## src/rtl/pwtc_pkg.sv

```systemverilog
package pwtc_pkg;
  typedef enum logic [1:0] {
    PC_ZERO = 2'd0,
    PC_ONE  = 2'd1,
    PC_MARK = 2'd2,
    PC_ERR  = 2'd3
  } pulse_cls_t;

  localparam int FRAME_LEN  = 10;  // slots per frame
  localparam int ZERO_SLOT  = 5;   // fixed-zero slot inside a frame
  localparam int NREC       = 3;   // records needed for the time
  localparam int REC_W      = 8;   // data bits per record
  localparam int HR_W       = 5;
  localparam int MN_W       = 6;
  localparam int HOURS_DAY  = 24;
  localparam int MINS_HOUR  = 60;
endpackage

```

## src/rtl/pwtc_window_meter.sv

```systemverilog
module pwtc_window_meter #(
  parameter int WIN0_END = 200,
  parameter int WIN1_END = 500,
  parameter int WIN2_END = 800,
  parameter int CW       = $clog2(WIN2_END + 1)
) (
  input  logic          clk,
  input  logic          rst_n,
  input  logic          ms_tick,
  input  logic          sec_strobe,
  input  logic          tone_on,
  output logic [CW-1:0] early_cnt,
  output logic [CW-1:0] mid_cnt,
  output logic [CW-1:0] late_cnt,
  output logic          meas_done
);
  localparam logic [CW-1:0] E0 = CW'(WIN0_END);
  localparam logic [CW-1:0] E1 = CW'(WIN1_END);
  localparam logic [CW-1:0] LAST = CW'(WIN2_END - 1);

  logic [CW-1:0] idx_q;
  logic          open_q;

  always_ff @(posedge clk) begin
    if (!rst_n) begin
      idx_q     <= '0;
      open_q    <= 1'b0;
      early_cnt <= '0;
      mid_cnt   <= '0;
      late_cnt  <= '0;
      meas_done <= 1'b0;
    end else begin
      meas_done <= 1'b0;
      if (sec_strobe) begin
        idx_q     <= '0;
        open_q    <= 1'b1;
        early_cnt <= '0;
        mid_cnt   <= '0;
        late_cnt  <= '0;
      end else if (open_q && ms_tick) begin
        if (tone_on) begin
          if (idx_q < E0)      early_cnt <= early_cnt + CW'(1);
          else if (idx_q < E1) mid_cnt   <= mid_cnt + CW'(1);
          else                 late_cnt  <= late_cnt + CW'(1);
        end
        if (idx_q == LAST) begin
          open_q    <= 1'b0;
          meas_done <= 1'b1;
        end
        idx_q <= idx_q + CW'(1);
      end
    end
  end
endmodule

```

## src/rtl/pwtc_classifier.sv

```systemverilog
module pwtc_classifier
  import pwtc_pkg::*;
#(
  parameter int CW         = 10,
  parameter int ZERO_FLOOR = 75,
  parameter int ONE_FLOOR  = 100,
  parameter int MARK_FLOOR = 100
) (
  input  logic [CW-1:0] early_cnt,
  input  logic [CW-1:0] mid_cnt,
  input  logic [CW-1:0] late_cnt,
  output pulse_cls_t    cls
);
  localparam logic [CW-1:0] ZF = CW'(ZERO_FLOOR);
  localparam logic [CW-1:0] OF = CW'(ONE_FLOOR);
  localparam logic [CW-1:0] MF = CW'(MARK_FLOOR);

  logic mid_long, late_long;

  always_comb begin
    mid_long  = mid_cnt > OF;
    late_long = late_cnt > MF;
    if (early_cnt <= ZF) begin
      cls = PC_ERR;
    end else begin
      unique case ({mid_long, late_long})
        2'b00:   cls = PC_ZERO;
        2'b10:   cls = PC_ONE;
        2'b11:   cls = PC_MARK;
        default: cls = PC_ERR;
      endcase
    end
  end
endmodule

```

## src/rtl/pwtc_frame_fsm.sv

```systemverilog
module pwtc_frame_fsm
  import pwtc_pkg::*;
(
  input  logic                  clk,
  input  logic                  rst_n,
  input  logic                  cls_valid,
  input  pulse_cls_t            cls,
  output logic [NREC*REC_W-1:0] records,
  output logic                  frames_done,
  output logic                  abort
);
  localparam int PW = $clog2(FRAME_LEN + 1);
  localparam int FW = (NREC > 1) ? $clog2(NREC) : 1;
  localparam logic [PW-1:0] SLOT_END  = PW'(FRAME_LEN);
  localparam logic [PW-1:0] SLOT_ZERO = PW'(ZERO_SLOT);
  localparam logic [FW-1:0] LAST_REC  = FW'(NREC - 1);

  typedef enum logic {S_ACQ, S_DEC} st_t;

  st_t             st_q;
  logic [PW-1:0]   slot_q;
  logic [FW-1:0]   rec_idx_q;
  logic [REC_W-1:0] shift_q;
  logic            prev_mark_q;
  logic            store_now;

  assign store_now = cls_valid && (st_q == S_DEC) && (slot_q == SLOT_END) && (cls == PC_MARK);

  always_ff @(posedge clk) begin
    if (!rst_n) begin
      st_q        <= S_ACQ;
      slot_q      <= PW'(1);
      rec_idx_q   <= '0;
      shift_q     <= '0;
      prev_mark_q <= 1'b0;
      frames_done <= 1'b0;
      abort       <= 1'b0;
    end else begin
      frames_done <= 1'b0;
      abort       <= 1'b0;
      if (cls_valid) begin
        prev_mark_q <= (cls == PC_MARK);
        unique case (st_q)
          S_ACQ: begin
            if (prev_mark_q && cls == PC_ERR) begin
              st_q      <= S_DEC;
              slot_q    <= PW'(1);
              rec_idx_q <= '0;
              shift_q   <= '0;
            end
          end
          S_DEC: begin
            if (cls == PC_ERR) begin
              abort <= 1'b1;
              st_q  <= S_ACQ;
            end else if (slot_q == SLOT_END) begin
              if (cls != PC_MARK) begin
                abort <= 1'b1;
                st_q  <= S_ACQ;
              end else begin
                slot_q  <= PW'(1);
                shift_q <= '0;
                if (rec_idx_q == LAST_REC) begin
                  frames_done <= 1'b1;
                  st_q        <= S_ACQ;
                end else begin
                  rec_idx_q <= rec_idx_q + FW'(1);
                end
              end
            end else if (slot_q == SLOT_ZERO) begin
              if (cls != PC_ZERO) begin
                abort <= 1'b1;
                st_q  <= S_ACQ;
              end else begin
                slot_q <= slot_q + PW'(1);
              end
            end else if (cls == PC_MARK) begin
              abort <= 1'b1;
              st_q  <= S_ACQ;
            end else begin
              shift_q <= {(cls == PC_ONE), shift_q[REC_W-1:1]};
              slot_q  <= slot_q + PW'(1);
            end
          end
          default: st_q <= S_ACQ;
        endcase
      end
    end
  end

  for (genvar g = 0; g < NREC; g++) begin : g_rec
    always_ff @(posedge clk) begin
      if (!rst_n) begin
        records[g*REC_W +: REC_W] <= '0;
      end else if (store_now && rec_idx_q == FW'(g)) begin
        records[g*REC_W +: REC_W] <= shift_q;
      end
    end
  end
endmodule

```

## src/rtl/pwtc_time_convert.sv

```systemverilog
module pwtc_time_convert
  import pwtc_pkg::*;
(
  input  logic                  clk,
  input  logic                  rst_n,
  input  logic                  go,
  input  logic [NREC*REC_W-1:0] records,
  input  logic [HR_W-1:0]       tz_hours,
  output logic                  time_valid,
  output logic [HR_W-1:0]       time_hours,
  output logic [MN_W-1:0]       time_minutes,
  output logic                  reject
);
  localparam logic [HR_W-1:0] DAY_H  = HR_W'(HOURS_DAY);
  localparam logic [HR_W:0]   DAY_H1 = (HR_W + 1)'(HOURS_DAY);

  logic [REC_W-1:0] rec_lead, rec_min, rec_hr;
  logic [3:0]       mu, mt, hu, ht;
  logic             bad;
  logic [MN_W-1:0]  min_bin;
  logic [HR_W-1:0]  hr_bin, tz_eff, hr_loc;
  logic [HR_W:0]    hr_sum;

  always_comb begin
    rec_lead = records[0*REC_W +: REC_W];
    rec_min  = records[1*REC_W +: REC_W];
    rec_hr   = records[2*REC_W +: REC_W];
    mu = rec_min[3:0];
    mt = rec_min[7:4];
    hu = rec_hr[3:0];
    ht = rec_hr[7:4];
    bad = (rec_lead != '0) || (mu > 4'd9) || (mt > 4'd5) ||
          (hu > 4'd9) || (ht > 4'd2) || (ht == 4'd2 && hu > 4'd3);
    min_bin = MN_W'(mt) * MN_W'(10) + MN_W'(mu);
    hr_bin  = HR_W'(ht) * HR_W'(10) + HR_W'(hu);
    tz_eff  = (tz_hours >= DAY_H) ? tz_hours - DAY_H : tz_hours;
    hr_sum  = {1'b0, hr_bin} + DAY_H1 - {1'b0, tz_eff};
    hr_loc  = (hr_sum >= DAY_H1) ? HR_W'(hr_sum - DAY_H1) : HR_W'(hr_sum);
  end

  always_ff @(posedge clk) begin
    if (!rst_n) begin
      time_valid   <= 1'b0;
      reject       <= 1'b0;
      time_hours   <= '0;
      time_minutes <= '0;
    end else begin
      time_valid <= go && !bad;
      reject     <= go && bad;
      if (go && !bad) begin
        time_hours   <= hr_loc;
        time_minutes <= min_bin;
      end
    end
  end
endmodule

```

## src/rtl/pwtc_decoder.sv

```systemverilog
module pwtc_decoder
  import pwtc_pkg::*;
#(
  parameter int WIN0_END   = 200,
  parameter int WIN1_END   = 500,
  parameter int WIN2_END   = 800,
  parameter int ZERO_FLOOR = 75,
  parameter int ONE_FLOOR  = 100,
  parameter int MARK_FLOOR = 100
) (
  input  logic       clk,
  input  logic       rst_n,
  input  logic       ms_tick,
  input  logic       sec_strobe,
  input  logic       tone_on,
  input  logic [4:0] tz_hours,
  output logic       time_valid,
  output logic [4:0] time_hours,
  output logic [5:0] time_minutes,
  output logic       resync_req
);
  localparam int CW = $clog2(WIN2_END + 1);

  logic [CW-1:0]           early_cnt, mid_cnt, late_cnt;
  logic                    meas_done;
  pulse_cls_t              cls;
  logic [NREC*REC_W-1:0]   records;
  logic                    frames_done, abort, reject;

  pwtc_window_meter #(
    .WIN0_END(WIN0_END), .WIN1_END(WIN1_END), .WIN2_END(WIN2_END), .CW(CW)
  ) meter_i (
    .clk(clk), .rst_n(rst_n), .ms_tick(ms_tick), .sec_strobe(sec_strobe),
    .tone_on(tone_on), .early_cnt(early_cnt), .mid_cnt(mid_cnt),
    .late_cnt(late_cnt), .meas_done(meas_done)
  );

  pwtc_classifier #(
    .CW(CW), .ZERO_FLOOR(ZERO_FLOOR), .ONE_FLOOR(ONE_FLOOR), .MARK_FLOOR(MARK_FLOOR)
  ) class_i (
    .early_cnt(early_cnt), .mid_cnt(mid_cnt), .late_cnt(late_cnt), .cls(cls)
  );

  pwtc_frame_fsm frame_i (
    .clk(clk), .rst_n(rst_n), .cls_valid(meas_done), .cls(cls),
    .records(records), .frames_done(frames_done), .abort(abort)
  );

  pwtc_time_convert conv_i (
    .clk(clk), .rst_n(rst_n), .go(frames_done), .records(records),
    .tz_hours(tz_hours), .time_valid(time_valid), .time_hours(time_hours),
    .time_minutes(time_minutes), .reject(reject)
  );

  assign resync_req = abort | reject;
endmodule

```

## config.mk

```make
export PLATFORM = sky130hd
export DESIGN_NAME = pwtc_decoder
export DESIGN_NICKNAME = d
export VERILOG_FILES = /design/src/rtl/pwtc_pkg.sv /design/src/rtl/pwtc_window_meter.sv /design/src/rtl/pwtc_classifier.sv /design/src/rtl/pwtc_frame_fsm.sv /design/src/rtl/pwtc_time_convert.sv /design/src/rtl/pwtc_decoder.sv
export SDC_FILE = /design/constraint.sdc
export NUM_CORES = 1
export LEC_CHECK = 0
export BUFFER_PORTS_ARGS = -buffer_cell sky130_fd_sc_hd__buf_4
export CAP_MARGIN = 10
export CORE_ASPECT_RATIO = 1.1
export CORE_MARGIN = 3
export CORE_UTILIZATION = 45
export CTS_BUF_LIST = sky130_fd_sc_hd__clkbuf_8
export DETAILED_ROUTE_END_ITERATION = 10
export GPL_ROUTABILITY_DRIVEN = 0
export REMOVE_ABC_BUFFERS = 1
export SLEW_MARGIN = 20
export SYNTH_ARGS = -nofsm -noshare
export SYNTH_HDL_FRONTEND = slang
export SYNTH_SLANG_ARGS = --single-unit
export TNS_END_PERCENT = 10
```

## constraint.sdc

```tcl
create_clock -name clk -period 3.28 [get_ports clk]
set_clock_uncertainty 0.15 [all_clocks]
set_input_delay 0.164 -clock clk [delete_from_list [all_inputs] [get_ports clk]]
set_output_delay 0.164 -clock clk [all_outputs]
set_load 0.01 [all_outputs]
```

; Word-level counts from Yosys, hierarchy flattened
; Cells that the tools add are included.
[op_classes]
add_sub_neg = 12
mul = 2
magnitude_cmp = 12
n_eq_ne = 22
muxes = 45
bitwise = 8
reduce_logical = 34
[op_table]
columns = cell, n
row1 = $mux 8, 6
row2 = $add 10x1->10 const B, 4
row3 = $mux 4, 7
row4 = $gt 10x7->1 const B, 2
row5 = $mux 1, 19
row6 = $reduce_and 6->1, 3
row7 = $pmux 8 s2, 1
row8 = $mux 2, 6
row9 = $logic_and 1x1->1, 11
row10 = $eq 10x10->1 const B, 1
row11 = $eq 2x2->1 const B, 5
row12 = $le 10x7->1 const B, 1
row13 = $lt 10x8->1 const B, 1
row14 = $lt 10x9->1 const B, 1
row15 = $mux 5, 2
row16 = $ne 2x2->1 const B, 5
row17 = $sub 5x5->5 const B, 2
row18 = $ne 3x3->1 const B, 3
row19 = $gt 4x2->1 const B, 2
row20 = $gt 4x4->1 const B, 2
row21 = $ne 4x4->1 const B, 2
row22 = $pmux 4 s2, 1
row23 = $reduce_and 4->1, 2
row24 = $reduce_bool 8->1, 1
row25 = other kinds (30), 45
[word_totals]
regBits = 97
input_bits = 10
output_inout_bits = 13
wordCells = 155

; Logic depth before layout (Yosys ltp)
[logic_depth]
depth_word = 10
depth_mapped = 12
mapped_depth_nobuf = 12

; Cells and area by module
; Synthesis repeated with hierarchy kept, for this count alone.
[unflattened]
cells_unflattened = 578
hier_area_um2 = 5238.8
[by_module_without_submodules]
columns = mod, n_inst, cells_each, area_each_um2, seq_area_each_um2
row1 = pwtc_window_meter, 1, 242, 2070.7, 840.8
row2 = pwtc_frame_fsm, 1, 191, 1875.5, 840.8
row3 = pwtc_time_convert, 1, 131, 1188.6, 260.2
row4 = pwtc_classifier, 1, 13, 97.6, 0.0
row5 = pwtc_decoder, 1, 1, 6.3, 0.0

; Worst setup path after synthesis
; Ideal clock, no wire load.
[synth_path]
path_type = reg2reg
start = reg frame_i.records[17]
end = reg conv_i.time_hours[4]
setup_time_ns = 0.080
arrival_ns = 2.726
required_time_ns = 3.050
slack_ns = 0.324
path_stages_with_launch = 11
path_buffers = 0
period_less_slack_ns = 2.956
path_cell_list = dfxtp_1 -> ha_1 -> fa_1 -> ha_1 -> fa_1 -> a21o_1 -> a21oi_1 -> xnor2_1 -> nor3b_1 -> a21oi_1 -> a211oi_2
[synth_via]
elab_chain_cells = 6
word_cells_on_any_way = 14
classes_between = add/sub: 4 / order compare: 3 / mux: 1 / reduce/logical: 6
[synth_rtl]
columns = item, line
row1 = from (decl), pwtc_frame_fsm.sv:8  ; output logic [NREC*REC_W-1:0] records,
row2 = "from (signal, indexed assignment)", pwtc_frame_fsm.sv:96  ; records[g*REC_W +: REC_W] <= shift_q;
row3 = branches (longest 6 deep; another with $add 5x5->6), --
row4 = to (signal assigned), pwtc_time_convert.sv:51  ; time_hours <= hr_loc;
row5 = to (decl), pwtc_time_convert.sv:10  ; output logic [HR_W-1:0] time_hours,
; Parallel ways; which one is timed is not known.
; A chain may end at the register's enable or synchronous reset.

; Final worst setup path
[layout_path]
start = reg frame_i.records[20]
end = reg conv_i.time_hours[4]
[layout_via]
elab_chain_cells = 6
word_cells_on_any_way = 14
classes_between = add/sub: 4 / mul: 1 / order compare: 2 / eq/ne: 1 / mux: 1 / reduce/logical: 5
[layout_rtl]
columns = item, line
row1 = $mul 4x3->4, pwtc_time_convert.sv:35  ; hr_bin = HR_W'(ht) * HR_W'(10) + HR_W'(hu);
row2 = $add 5x4->5, pwtc_time_convert.sv:35
row3 = $add 5x5->6, pwtc_time_convert.sv:37  ; hr_sum = {1'b0, hr_bin} + DAY_H1 - {1'b0, tz_eff};
row4 = $sub 6x5->6, pwtc_time_convert.sv:37
row5 = $sub 5x5->5 / $ge 6x5->1 (equally long branches), pwtc_time_convert.sv:38  ; hr_loc = (hr_sum >= DAY_H1) ? HR_W'(hr_sum - DAY_H1) : HR_W'(hr_sum);
row6 = $mux 5, pwtc_time_convert.sv:38
; Parallel ways exist; a longest one is shown, timed or not.

==> flow_summary_export.csv <==
group,metric,value,unit
die,die_h,116,µm
global_route,grt_first_pass_wirelength,16400,µm
critical_path,worstSetupPathType,"flop to flop",
die,rows,39,
die,core-area,10500,µm²
critical_path,worstRegToRegCells,10,
die,start_util,46.7,%
timing,rsz0062_at_grt,"no",
placement,placed_cells,680,
cells_and_area,area_delta_synth_final,10.5,%
cells_and_area,stdcell_count,699,
clocking,numClockSinks,97,
synth,avgSynthCellArea,9.20,µm²
drt,ant_nets,0,
cells_and_area,layout_commonest_cell,"dfxtp_1",
cells_and_area,final_cell_mix,"dfxtp_1 (97), nor2_1 (88), mux2i_1 (34)",
critical_path,cp-start-kind,"flop",
synth,synthArstFlopShare,0,%
clocking,clk_pin_slew_worst_paths,0.10,ns
clocking,cts-root-buf,"clkbuf_8",
global_route,grt_pass1_vias,3502,
critical_path,required,3.43,ns
global_route,grt_overflow_total,0,
drt,first_pass_iters,4,
critical_path,reg2reg_to,"conv_i.time_hours[4]$_SDFFE_PN0P_",
global_route,grt_max_degree,42,
flow_run,drv_cap,0,
timing,report.final.slew_viol_count,0,
outcome,status,"completed",
global_route,antenna_found_initial,0,
critical_path,cpMaxStageDelayCell,"fa_1",
placement,pre_cts_slack,0.179,ns
drt,wire_per_inst,13.9,µm
drt,vias,3718,
power,p_leak,2.30,nW
timing,hold_viol_final,0,
timing,setup_slack,0.183,ns
timing,finalSetupViolCount,0,
timing,finalCriticalPeriod,3.10,ns
synth,syn_inst,535,
critical_path,cp-end-kind,"flop",
timing,timing.fmax,323,MHz
drt,via_per_inst,5.32,
hold_path,hold_class,"input port to flop",
placement,io_buffers,22,
drt,drc_errors,0,
critical_path,path_cells,"ha_1 > fa_1 > ha_1 > fa_1 > a21o_1 > a21oi_1 > xnor2_1 > nor3b_2 > a21oi_1 > a211oi_2",
timing,slew_headroom,45.9,%
critical_path,crit_fanout,4,
cells_and_area,drive_above_1_share,11.0,%
global_route,grt.total_usage,16.7,%
critical_path,arrival,3.25,ns
clocking,cts-htree-levels,3,
clocking,clockBufferDepth,2,
drt,wirelength,9710,µm
timing,fin_crit_sh,94.4,%
cells_and_area,antenna_cells,0,
timing,worst_pin_slew,0.812,ns
hold_path,hold_end,"conv_i.reject$_SDFF_PN0_",
synth,synth-seq-cells,97,
critical_path,r2r_start,"frame_i.records[20]$_SDFFE_PN0P_",
hold_path,hold_depth,3,
critical_path,r2r_slack,0.18,ns
synth,ys_seq_area_share,39.5,%
die,io_pins,23,
die,die_width,106,µm
synth,ys_types,61,
synth,synth_edf_count,0,
drt,first_iter_violations,110,
die,die-area,12200,µm²
timing,setup_tns,0,ns
synth,syn-cell-area,4920,µm²
power,ir_drop,0.000209,V
clocking,cts_tree,"done",
cells_and_area,fin_nets,592,
clocking,post-cts-setup-buffers,0,
critical_path,cp_slowest_stage_delay,0.49,ns
placement,dp_hpwl,7020,µm
synth,ys_warn_count,0,
synth,synthFlopType,"dfxtp_1",
hold_path,min_from,"rst_n",
clocking,clk-insertion-delay-late,0.37,ns
clocking,numCtsBuffers,9,
critical_path,crit_start,"frame_i.records[20]$_SDFFE_PN0P_",
power,p_per_area,394,nW/µm²
[through the flow]
stage	utilization (%)	area (µm²)	hold WS (ns)	power (mW)
after CTS	51.5	5430	0.00785	2.18
after global placement	49.0	5160	0.240	1.27
final	51.6	5440	0.0337	2.14
after floorplan	-	4800	0.126	1.24
after global routing	51.6	5440	0.0307	2.24
after detailed placement	49.0	5160	0.248	1.27
[Yosys cell counts, types with 5 or more instances]
| cell | n | area, µm² |
|---|---|---|
| dfxtp_1 | 97 | 1940 |
| xor2_1 | 28 | 245 |
| nand2_1 | 31 | 116 |
| and3_1 | 10 | 62.6 |
| a21oi_1 | 14 | 70.1 |
| nand4_1 | 15 | 93.8 |
| o21ai_0 | 16 | 80.1 |
| inv_1 | 21 | 78.8 |
| nand3_1 | 20 | 100 |
| a211oi_2 | 5 | 62.6 |
| nor3_1 | 9 | 45.0 |
| mux2i_1 | 34 | 340 |
| or3_1 | 5 | 31.3 |
| nor2_1 | 88 | 330 |
| clkbuf_1 | 16 | 60.1 |
| nor2b_1 | 5 | 31.3 |
| ha_1 | 28 | 350 |
| xnor2_1 | 19 | 166 |
| a32oi_1 | 8 | 70.1 |
[layout make-up]
type                       count  area (µm²)
clock buffer                  11         151
timing repair buffer          27         210
fill                        1039        5100
multi-input combinational    395        2790
tap                          143         179
clock inverter                 5        86.3
sequential                    97        1940
inverter                      21        78.8
[how the worst max path moves through the flow]
stage | to | slack (ns)
floorplan | conv_i.time_hours[4]$_SDFFE_PN0P_ | 0.31
global placement | conv_i.time_hours[4]$_SDFFE_PN0P_ | 0.24
detailed placement | conv_i.time_hours[4]$_SDFFE_PN0P_ | 0.18
CTS | conv_i.time_hours[4]$_SDFFE_PN0P_ | 0.15
global route | conv_i.time_hours[4]$_SDFFE_PN0P_ | 0.02
finish | conv_i.time_hours[4]$_SDFFE_PN0P_ | 0.18
[repair_timing]
action	4_1_cts	5_1_grt
gates resized for setup	0	1
endpoints found under the hold margin	3	0
hold buffers	3	0
setup endpoints to repair	0	1
[per-layer routing]
layer / global-route usage [%] / share of wire (%) / vias to the layer above
li1: - / - / 1914
met1: 19.3 / 45 / 1745
met2: 30.1 / 51 / 47
met3: 3.40 / 2.8 / 12
met4: 6.99 / 1.9 / 0
met5: 0 / 0 / -
[cell families after synthesis]
logic type | count (synthesis) | share of synthesized area [%]
AOI/OAI and AO/OA | 74 | 12.0
xor gates and xnor gates | 47 | 8.36
adders and majority gates | 31 | 8.34
buffers and inverters | 43 | 4.02
DFF | 97 | 39.5
muxes | 34 | 6.91
and+or+nand+nor | 209 | 20.9
[state kept, by name, indices dropped and copies added (netlist names)]
register,count
meter_i.meas_done,1
conv_i.time_minutes,6
meter_i.idx_q,10
conv_i.time_valid,1
meter_i.late_cnt,10
frame_i.st_q,1
meter_i.mid_cnt,10
frame_i.shift_q,8
meter_i.early_cnt,10
frame_i.records,24
frame_i.slot_q,4
meter_i.open_q,1
frame_i.abort,1
frame_i.prev_mark_q,1
frame_i.rec_idx_q,2
conv_i.reject,1
frame_i.frames_done,1
conv_i.time_hours,5
[power breakdown]
| group | switching (mW) | internal (mW) | leakage, nW |
|---|---|---|---|
| registers | 0.00227 | 1.18 | 0.781 |
| logic | 0.0418 | 0.0250 | 1.40 |
| clock network | 0.417 | 0.477 | 0.120 |
| total | 0.461 | 1.68 | 2.30 |
[worst max-delay path, delay by kind of cell (launching register included)]
kind | cells | cell delay (ns)
AOI/OAI and AO/OA | 4 | 0.65
xor gates and xnor gates | 1 | 0.18
adders and majority gates | 4 | 1.52
DFF | 1 | 0.35
and+or+nand+nor | 1 | 0.19
Power figures use the tool's default switching activity.
